[config.mk]
export PLATFORM = sky130hd
export DESIGN_NAME = colCmdGuard
export DESIGN_NICKNAME = d
export VERILOG_FILES = /design/src/rtl/colGuardPkg.sv /design/src/rtl/colGuardBanks.sv /design/src/rtl/colGuardDp.sv /design/src/rtl/colGuardCtrl.sv /design/src/rtl/colCmdGuard.sv
export SDC_FILE = /design/constraint.sdc
export NUM_CORES = 1
export LEC_CHECK = 0
export CORE_MARGIN = 8
export CORE_UTILIZATION = 45
export DETAILED_ROUTE_END_ITERATION = 10
export DONT_BUFFER_PORTS = 1
export PLACE_DENSITY = 0.6
export SLEW_MARGIN = 5
export SYNTH_ARGS = -nofsm -noshare
export SYNTH_HDL_FRONTEND = slang
export SYNTH_HIERARCHICAL = 1
export SYNTH_SLANG_ARGS = --single-unit
[constraint.sdc]
create_clock -name clk -period 2.2 [get_ports clk]
set_clock_uncertainty 0.2 [all_clocks]
set_input_delay 0.22 -clock clk [delete_from_list [all_inputs] [get_ports clk]]
set_output_delay 0.22 -clock clk [all_outputs]
set_load 0.01 [all_outputs]
[src/rtl/colGuardPkg.sv]
package colGuardPkg;

  // Strobes from the control half to the datapath half.
  typedef struct packed {
    logic loadRead;   // a read was granted this cycle: start spacing windows
    logic loadCfg;    // block is idle: configuration may be captured
  } guardStrobe_t;

endpackage

[src/rtl/colGuardBanks.sv]
module colGuardBanks #(
  parameter int NUM_BANKS = 4,
  localparam int BANK_W = $clog2(NUM_BANKS)
) (
  input  logic                 clk,
  input  logic                 rstN,
  input  logic                 actValid,
  input  logic [BANK_W-1:0]    actBank,
  input  logic                 preValid,
  input  logic [BANK_W-1:0]    preBank,
  output logic [NUM_BANKS-1:0] bankOpen
);

  logic [NUM_BANKS-1:0] openQ;

  for (genvar b = 0; b < NUM_BANKS; b++) begin : g_bank
    logic hitAct;
    logic hitPre;
    assign hitAct = actValid && (actBank == BANK_W'(b));
    assign hitPre = preValid && (preBank == BANK_W'(b));

    always_ff @(posedge clk) begin
      if (!rstN) begin
        openQ[b] <= 1'b0;
      end else if (hitPre) begin
        openQ[b] <= 1'b0;   // precharge takes priority over activate
      end else if (hitAct) begin
        openQ[b] <= 1'b1;
      end
    end
  end

  assign bankOpen = openQ;

  assert_act_opens_R9: assert property (@(posedge clk) disable iff (!rstN)
    (actValid && !(preValid && preBank == actBank)) |=> bankOpen[$past(actBank)]);

  assert_pre_closes_R9: assert property (@(posedge clk) disable iff (!rstN)
    preValid |=> !bankOpen[$past(preBank)]);

endmodule

[src/rtl/colGuardDp.sv]
module colGuardDp
  import colGuardPkg::*;
#(
  parameter int AL_W          = 3,
  parameter int CL_W          = 3,
  parameter int AL_MAX        = 4,
  parameter int CL_MIN        = 3,
  parameter int CL_MAX        = 6,
  parameter int RR_GAP_SHORT  = 2,
  parameter int RR_GAP_LONG   = 4,
  parameter int RTW_GAP_SHORT = 4,
  parameter int RTW_GAP_LONG  = 6,
  localparam int LAT_W = $clog2(AL_MAX + CL_MAX + 1),
  localparam int CNT_W = $clog2(RTW_GAP_LONG + 1)
) (
  input  logic             clk,
  input  logic             rstN,
  input  guardStrobe_t     strobe,
  input  logic [AL_W-1:0]  cfgAl,
  input  logic [CL_W-1:0]  cfgCl,
  input  logic             cfgBurst8,
  output logic             rrFree,
  output logic             rtwFree,
  output logic [LAT_W-1:0] readLatency,
  output logic [LAT_W-1:0] writeLatency
);

  logic [AL_W-1:0]  alQ;
  logic [CL_W-1:0]  clQ;
  logic             bl8Q;
  logic [CNT_W-1:0] rrCnt;
  logic [CNT_W-1:0] rtwCnt;
  logic             cfgOk;
  logic [CNT_W-1:0] rrLoad;
  logic [CNT_W-1:0] rtwLoad;

  // Range check on the requested configuration.
  always_comb begin
    cfgOk = (cfgAl <= AL_W'(AL_MAX)) &&
            (cfgCl >= CL_W'(CL_MIN)) &&
            (cfgCl <= CL_W'(CL_MAX));
  end

  always_ff @(posedge clk) begin
    if (!rstN) begin
      alQ  <= '0;
      clQ  <= CL_W'(CL_MIN);
      bl8Q <= 1'b0;
    end else if (strobe.loadCfg && cfgOk) begin
      alQ  <= cfgAl;
      clQ  <= cfgCl;
      bl8Q <= cfgBurst8;
    end
  end

  // Window lengths minus one: the counter reads zero once the gap elapses.
  always_comb begin
    rrLoad  = bl8Q ? CNT_W'(RR_GAP_LONG - 1)  : CNT_W'(RR_GAP_SHORT - 1);
    rtwLoad = bl8Q ? CNT_W'(RTW_GAP_LONG - 1) : CNT_W'(RTW_GAP_SHORT - 1);
  end

  always_ff @(posedge clk) begin
    if (!rstN) begin
      rrCnt  <= '0;
      rtwCnt <= '0;
    end else if (strobe.loadRead) begin
      rrCnt  <= rrLoad;
      rtwCnt <= rtwLoad;
    end else begin
      if (rrCnt != '0)  rrCnt  <= rrCnt - 1'b1;
      if (rtwCnt != '0) rtwCnt <= rtwCnt - 1'b1;
    end
  end

  assign rrFree       = (rrCnt == '0);
  assign rtwFree      = (rtwCnt == '0);
  assign readLatency  = LAT_W'(alQ) + LAT_W'(clQ);
  assign writeLatency = readLatency - 1'b1;

  assert_rl_range_R1: assert property (@(posedge clk) disable iff (!rstN)
    (readLatency >= LAT_W'(CL_MIN)) && (readLatency <= LAT_W'(AL_MAX + CL_MAX)));

  assert_cfg_hold_R3: assert property (@(posedge clk) disable iff (!rstN)
    !rtwFree |=> ($stable(bl8Q) && $stable(readLatency)));

  assert_rr_within_rtw_R6: assert property (@(posedge clk) disable iff (!rstN)
    !rrFree |-> !rtwFree);

endmodule

[src/rtl/colGuardCtrl.sv]
module colGuardCtrl
  import colGuardPkg::*;
#(
  parameter int NUM_BANKS = 4,
  localparam int BANK_W = $clog2(NUM_BANKS)
) (
  input  logic                 clk,
  input  logic                 rstN,
  input  logic                 cmdValid,
  input  logic                 cmdWrite,
  input  logic [BANK_W-1:0]    cmdBank,
  input  logic [NUM_BANKS-1:0] bankOpen,
  input  logic                 rrFree,
  input  logic                 rtwFree,
  output logic                 cmdReady,
  output logic                 cmdError,
  output guardStrobe_t         strobe
);

  logic targetOpen;
  logic spacingOk;

  always_comb begin
    targetOpen      = bankOpen[cmdBank];
    spacingOk       = cmdWrite ? rtwFree : rrFree;
    cmdReady        = cmdValid && targetOpen && spacingOk;
    cmdError        = cmdValid && !targetOpen;
    strobe.loadRead = cmdReady && !cmdWrite;
    strobe.loadCfg  = !cmdValid && rrFree && rtwFree;
  end

  assert_ready_err_excl_R8: assert property (@(posedge clk) disable iff (!rstN)
    !(cmdReady && cmdError));

  assert_rd_rd_gap_R5: assert property (@(posedge clk) disable iff (!rstN)
    (cmdReady && !cmdWrite) |=> !(cmdReady && !cmdWrite));

  assert_rd_wr_gap_R6: assert property (@(posedge clk) disable iff (!rstN)
    (cmdReady && !cmdWrite) |=> !(cmdReady && cmdWrite));

  assert_err_needs_valid_R8: assert property (@(posedge clk) disable iff (!rstN)
    cmdError |-> cmdValid);

endmodule

[src/rtl/colCmdGuard.sv]
module colCmdGuard
  import colGuardPkg::*;
#(
  parameter int NUM_BANKS     = 4,
  parameter int AL_W          = 3,
  parameter int CL_W          = 3,
  parameter int AL_MAX        = 4,
  parameter int CL_MIN        = 3,
  parameter int CL_MAX        = 6,
  parameter int RR_GAP_SHORT  = 2,
  parameter int RR_GAP_LONG   = 4,
  parameter int RTW_GAP_SHORT = 4,
  parameter int RTW_GAP_LONG  = 6,
  localparam int BANK_W = $clog2(NUM_BANKS),
  localparam int LAT_W  = $clog2(AL_MAX + CL_MAX + 1)
) (
  input  logic              clk,
  input  logic              rstN,
  input  logic [AL_W-1:0]   cfgAl,
  input  logic [CL_W-1:0]   cfgCl,
  input  logic              cfgBurst8,
  input  logic              actValid,
  input  logic [BANK_W-1:0] actBank,
  input  logic              preValid,
  input  logic [BANK_W-1:0] preBank,
  input  logic              cmdValid,
  input  logic              cmdWrite,
  input  logic [BANK_W-1:0] cmdBank,
  output logic              cmdReady,
  output logic              cmdError,
  output logic [LAT_W-1:0]  readLatency,
  output logic [LAT_W-1:0]  writeLatency
);

  guardStrobe_t         strobe;
  logic [NUM_BANKS-1:0] bankOpen;
  logic                 rrFree;
  logic                 rtwFree;

  colGuardBanks #(.NUM_BANKS(NUM_BANKS)) u_banks (
    .clk      (clk),
    .rstN     (rstN),
    .actValid (actValid),
    .actBank  (actBank),
    .preValid (preValid),
    .preBank  (preBank),
    .bankOpen (bankOpen)
  );

  colGuardCtrl #(.NUM_BANKS(NUM_BANKS)) u_ctrl (
    .clk      (clk),
    .rstN     (rstN),
    .cmdValid (cmdValid),
    .cmdWrite (cmdWrite),
    .cmdBank  (cmdBank),
    .bankOpen (bankOpen),
    .rrFree   (rrFree),
    .rtwFree  (rtwFree),
    .cmdReady (cmdReady),
    .cmdError (cmdError),
    .strobe   (strobe)
  );

  colGuardDp #(
    .AL_W          (AL_W),
    .CL_W          (CL_W),
    .AL_MAX        (AL_MAX),
    .CL_MIN        (CL_MIN),
    .CL_MAX        (CL_MAX),
    .RR_GAP_SHORT  (RR_GAP_SHORT),
    .RR_GAP_LONG   (RR_GAP_LONG),
    .RTW_GAP_SHORT (RTW_GAP_SHORT),
    .RTW_GAP_LONG  (RTW_GAP_LONG)
  ) u_dp (
    .clk          (clk),
    .rstN         (rstN),
    .strobe       (strobe),
    .cfgAl        (cfgAl),
    .cfgCl        (cfgCl),
    .cfgBurst8    (cfgBurst8),
    .rrFree       (rrFree),
    .rtwFree      (rtwFree),
    .readLatency  (readLatency),
    .writeLatency (writeLatency)
  );

endmodule

==> results.yml, run 1 <==
global_route:
  overflow: 0
  grt_pass1_vias: 870
  grt_start_max_net_pins: 24
  grt_pass1_wl_mm: 3.815
  antenna_found_initial: 0
  grt_use_total: 0.1106
placement:
  dp_slack_ns: 0.09506
  post-dp-hpwl_mm: 1.752
  place_area_sq_um: 1099
  numPortBuffers: 0
  gp_congestion: 0.7012
critical_path:
  crit_chain: "ha_4, inv_2, fa_2, inv_2, nor3_2, xor2_1"
  crit_type: "reg -> out"
  slowest_delay_ns: 0.54
  cp-startpoint: "u_dp/alQ[0]"
  crit_slowest_cell: "fa_2"
  cp_common_cell: "inv_2"
  cp_max_fo: 2
  arrival_ns: 1.80
  critPathLaunchType: "flip-flop"
  r2r_start: "u_dp/rrCnt[0]"
  worstPathRequired_ns: 1.78
  endpoint_kind: "primary output"
route:
  drtPass1Iterations: 4
  drt_iter0_drc: 22
  ant_nets: 0
  vias_per_cell: 5.418
  wl_per_cell_um: 14.47
  routed_wl_mm: 2.286
  drc: 0
  vias: 856
clock_network:
  cts_max_level: 1
  clock-sinks: 17
  cts_buffers: 3
  clk_pin_slew_ns: 0.09
  cts-root-buf: "clkbuf_4"
  cts_buffer_depth: 2
  cts_tree: "built"
  clkLatencyLatePin_ns: 0.28
timing:
  min_period_over_period: 1.010
  slew_violations: 0
  tns_ns: -0.02169
  max_freq_ghz: 0.4501
  grt_setup_unrepaired: "yes"
  hold_viol: 0
  worst_pin_slew_ns: 0.7000
  finalSetupViolCount: 1
  fin_ws_ns: -0.02169
  fin_crit_ns: 2.222
  slew_headroom: 0.5318
power_and_ir_drop:
  power_leakage_nw: 0.5628
  finalPower_mw: 1.063
  p_per_area_nw_per_um2: 823.7
  vdd_drop_max_v: 0.0006001
synth:
  syn_inst: 115
  synth_seq_area_share: 0.3189
  synth.area.top_cells: "dfxtp_1 (32%), ha_1 (9.4%), mux2i_1 (6.6%)"
  ys_ff_latch: 17
  synth_largest_area_cell: "dfxtp_1"
  synth.distinct_cells: 34
  synth_nets: 143
  synth_compound_area_frac: 0.1583
  muxShareOfSynthArea: 0.09730
  yosysWarnings: 6
  yosys_most_used_dff: "dfxtp_1"
  synth_adder_area_share: 0.1125
  syn_area_per_cell_sq_um: 9.281
  postSynth.asyncResetShare: 0
  syn_area_sq_um: 1067
  yosysTopAreaCellShare: 0.3189
  synth_xor_area_frac: 0.04103
  synth_top_family_by_area: "simple AND/OR/NAND/NOR gates"
  synth_edf_count: 0
  yosys.area_share.simple: 0.2087
flow_run:
  max_cap_viol_count: 0
cells_and_area:
  n_antenna_cell: 0
  stdcell_area_sq_um: 1290
  area.sequential_sq_um: 342.8
  fillers: 202
  areaGrowthSynthToFinish_pct: 20.87
  mostFrequentLayoutCells: "dfxtp_1 (15), inv_1 (12), dlygate4sd3_1 (11), nand2_1 (10), mux2i_1 (7)"
  multi_input_area_sq_um: 696.9
  final_common_cell: "dfxtp_1"
  final_nets: 159
  drive_gt1_frac: 0.1846
floorplanning:
  rows: 17
  initial_core_util: 0.4779
  coreArea_sq_um: 2233
  fp.dieH_um: 64.70
  die-area_sq_um: 4186
  die_w_um: 64.70
  io_pins: 29
worst_hold_path:
  hp-start: "cfgAl[1]"
  holdCritPathClass: "in -> reg"
outcome:
  violations: "negative setup slack"
  status: "complete, but fails checks"
==> synth_stat cells (3+ instances only) <==
library cell,instances
nor2_1,3
xnor2_1,3
inv_1,15
clkbuf_1,3
dfxtp_1,17
nand2b_1,3
nor3_1,3
nor3b_1,5
o21a_1,4
mux2i_1,7
ha_1,8
nor2b_1,4
nand2_1,10
==> logic make-up after synthesis <==
| logic type | Yosys count |
|---|---|
| buffers and inverters | 18 |
| AND/OR/NAND/NOR | 38 |
| XOR/XNOR | 5 |
| AO/OA/AOI/OAI | 19 |
| flip-flops | 17 |
| adder cells (fa/ha/maj) | 9 |
| multiplexers | 9 |
==> sequential cells by signal, summed over array words and instances (netlist names) <==
signal            cells
u_dp/rtwCnt           3
u_dp/rrCnt            3
u_dp/clQ              3
u_dp/alQ              3
u_dp/bl8Q             1
u_banks/bankOpen      4
==> layout make-up <==
class                   count  area share
inverters                  15     0.04365
clock buffers               4     0.02037
well taps                  28     0.02716
repair buffers             14      0.1028
multi-input cells          80      0.5403
flip-flops and latches     17      0.2658
==> layer usage <==
metal  GRT usage  wire length (um)  part of all wire
met4     0.04905                17            0.0074
met3     0.05155               197             0.086
met5           0                 0                 0
met2      0.1925              1168              0.51
met1      0.1103               902              0.39
==> report_power, final <==
part	leakage (nW)	total, mW	switching [mW]	internal (mW)
Sequential	0.139	0.409	0.0413	0.368
Combinational	0.409	0.494	0.242	0.252
Clock	0.0150	0.159	0.0886	0.0703
Total	0.563	1.06	0.372	0.690
==> metrics by stage <==
stage / std cells / hold WS (ns) / util
6_report: 158 / 0.01818 / 0.5776
5_1_grt: 158 / 0.01611 / 0.5776
4_1_cts: 157 / 0.004313 / 0.5720
3_5_place_dp: 141 / 0.1485 / 0.4919
3_3_place_gp: 141 / 0.1419 / 0.4919
2_1_floorplan: 115 / 0.1619 / -
==> worst paths after layout <==
| kind | endpoint | slack [ns] | cells after the start |
|---|---|---|---|
| max | writeLatency[3] | -0.02 | 6 |
| min reg2reg | u_dp/alQ[1] | 0.29 | 2 |
| min | u_dp/clQ[2] | 0.02 | 3 |
| max reg2reg | u_dp/bl8Q | 0.16 | 8 |
==> timing repair <==
item | CTS | global route
pin swaps | 5 | 1
setup endpoints to repair | 2 | 2
hold buffers | 10 | 1
buffers inserted | 2 | 0
gates resized for setup | 10 | 2
endpoints found under the hold margin | 17 | 1
==> worst max-delay path: cells and delay by family (launching register included) <==
kind,cells,cell delay [ns]
adders and majority gates,2,0.67
DFF,1,0.36
buffers and inverters,2,0.09
xor gates and xnor gates,1,0.27
and+or+nand+nor,1,0.12
Power figures use the tool's default switching activity.
==> run 2: changes to the inputs <==
--- a/config.mk
+++ b/config.mk
@@ -5,11 +5,13 @@
 export SDC_FILE = /design/constraint.sdc
 export NUM_CORES = 1
 export LEC_CHECK = 0
+export CELL_PAD_IN_SITES_DETAIL_PLACEMENT = 1
+export CELL_PAD_IN_SITES_GLOBAL_PLACEMENT = 1
 export CORE_MARGIN = 8
 export CORE_UTILIZATION = 45
 export DETAILED_ROUTE_END_ITERATION = 10
 export DONT_BUFFER_PORTS = 1
-export PLACE_DENSITY = 0.6
+export PLACE_DENSITY = 0.76
 export SLEW_MARGIN = 5
 export SYNTH_ARGS = -nofsm -noshare
 export SYNTH_HDL_FRONTEND = slang
==> constraint.sdc (replaced) <==
create_clock -name clk -period 2.6 [get_ports clk]
set_clock_uncertainty 0.2 [all_clocks]
set_input_delay 0.26 -clock clk [delete_from_list [all_inputs] [get_ports clk]]
set_output_delay 0.26 -clock clk [all_outputs]
set_load 0.01 [all_outputs]
==> results.yml, run 2 (synthesis gave the netlist of run 1 again) <==
worst_hold_path:
  holdCritPathClass: "in -> reg"
power_and_ir_drop:
  internal_power_uw: 560.3
  p_seq_frac: 0.392
  vdd_drop_max_v: 0.0004283
  swShare: 0.3617
  finalPower_uw: 877.8
  p_per_area_nw_per_um2: 740.0
  clock_power_share: 0.166
  p_switching_uw: 317.5
  power_leakage_nw: 0.5336
  p_comb_frac: 0.442
timing:
  max_freq_ghz: 0.4074
  worst_pin_slew_ns: 0.7397
  hold_ws_ns: 0.01814
  slew_headroom: 0.5052
  fin_crit_ns: 2.455
  hold_viol: 0
  grt_setup_unrepaired: "no"
  min_period_over_period: 0.9441
  finalSetupViolCount: 0
  slew_violations: 0
  tns_ns: 0
route:
  vias: 835
  ant_nets: 0
  drt_iter0_drc: 18
  wl_per_cell_um: 16.39
  drtPass1Iterations: 2
  vias_per_cell: 5.567
  routed_wl_mm: 2.459
  drc: 0
floorplanning:
  die-area_sq_um: 4186
  coreArea_sq_um: 2233
  die_w_um: 64.70
  initial_core_util: 0.4779
  fp.dieH_um: 64.70
  io_pins: 29
  rows: 17
critical_path:
  arrival_ns: 1.99
  cp_max_fo: 2
  endpoint_kind: "primary output"
  critPathLaunchType: "flip-flop"
  worstPathRequired_ns: 2.14
  crit_type: "reg -> out"
clock_network:
  clock-sinks: 17
  post_cts_buffers: 0
  cts_tree: "built"
  clk_pin_slew_ns: 0.11
  cts_buffer_depth: 2
  cts-root-buf: "clkbuf_4"
  clkLatencyLatePin_ns: 0.29
  cts_max_level: 1
  cts_buffers: 3
placement:
  place_area_sq_um: 1091
  numPortBuffers: 0
  post-dp-hpwl_mm: 1.933
  gp_congestion: 0.7423
global_route:
  grt_use_total: 0.1199
  overflow: 0
  grt_pass1_wl_mm: 4.105
  grt_start_max_net_pins: 23
  antenna_found_initial: 0
  grt_pass1_vias: 942
cells_and_area:
  stdcell_area_sq_um: 1186
  final_common_cell: "dfxtp_1"
  n_antenna_cell: 0
  areaGrowthSynthToFinish_pct: 11.14
  mostFrequentLayoutCells: "dfxtp_1 (17), inv_1 (15), nand2_1 (10), ha_1 (8), mux2i_1 (7)"
  largest_reg_flops: 4
  final_nets: 151
  drive_gt1_frac: 0.09836
flow_run:
  max_cap_viol_count: 0
outcome:
  status: "finished clean"
-- run 2: layer usage --
layer	up-vias	track usage	share of wire
li1	410	-	-
met1	399	0.1208	0.41
met2	22	0.2149	0.50
met3	4	0.04983	0.086
met4	0	0.04632	0.010
met5	-	0	0
-- run 2: power by group through the flow --
stage / registers [mW] / clock network (mW) / logic, mW
2_1_floorplan: 0.341 / 0 / 0.319
3_3_place_gp: 0.348 / 0 / 0.356
3_5_place_dp: 0.349 / 0 / 0.375
4_1_cts: 0.344 / 0.154 / 0.389
5_1_grt: 0.348 / 0.162 / 0.443
6_report: 0.344 / 0.146 / 0.388
-- run 2: path summary, 6_finish.rpt --
kind / startpoint / end / slack [ns] / cells past startpoint
max: u_dp/clQ[0] / writeLatency[3] / 0.15 / 6
min: cfgCl[1] / u_dp/clQ[2] / 0.02 / 3
max reg2reg: u_dp/rtwCnt[0] / u_dp/alQ[1] / 0.52 / 8
min reg2reg: u_dp/alQ[0] / u_dp/alQ[0] / 0.28 / 2
-- run 2: layout make-up --
cell class	count	area, sq um
Sequential cell	17	340.3
Fill cell	269	1047
Multi-Input combinational cell	80	666.9
Timing Repair Buffer	6	60.06
Clock inverter	1	5.005
Tap cell	28	35.03
Clock buffer	3	22.52
Inverter	15	56.30
-- run 2: repair_timing --
item,CTS,global route
hold endpoints to repair,17,0
hold buffers,6,0
setup endpoints to repair,0,1
resized for setup,0,1
-- run 2: worst max-delay path, stage by stage (launching register included) --
cell,delay (ns)
dfxtp_1,0.35
ha_1,0.16
inv_1,0.06
fa_1,0.51
inv_1,0.10
nor3_1,0.24
xor2_1,0.28
-- run 2: through the flow --
step                      cells  utilization  setup WS [ns]
after floorplan             115            -         0.5801
after global placement      140       0.4885         0.4830
after detailed placement    140       0.4885         0.3999
after CTS                   150       0.5277        0.05870
after global routing        150       0.5311       0.004159
final                       150       0.5311         0.1452
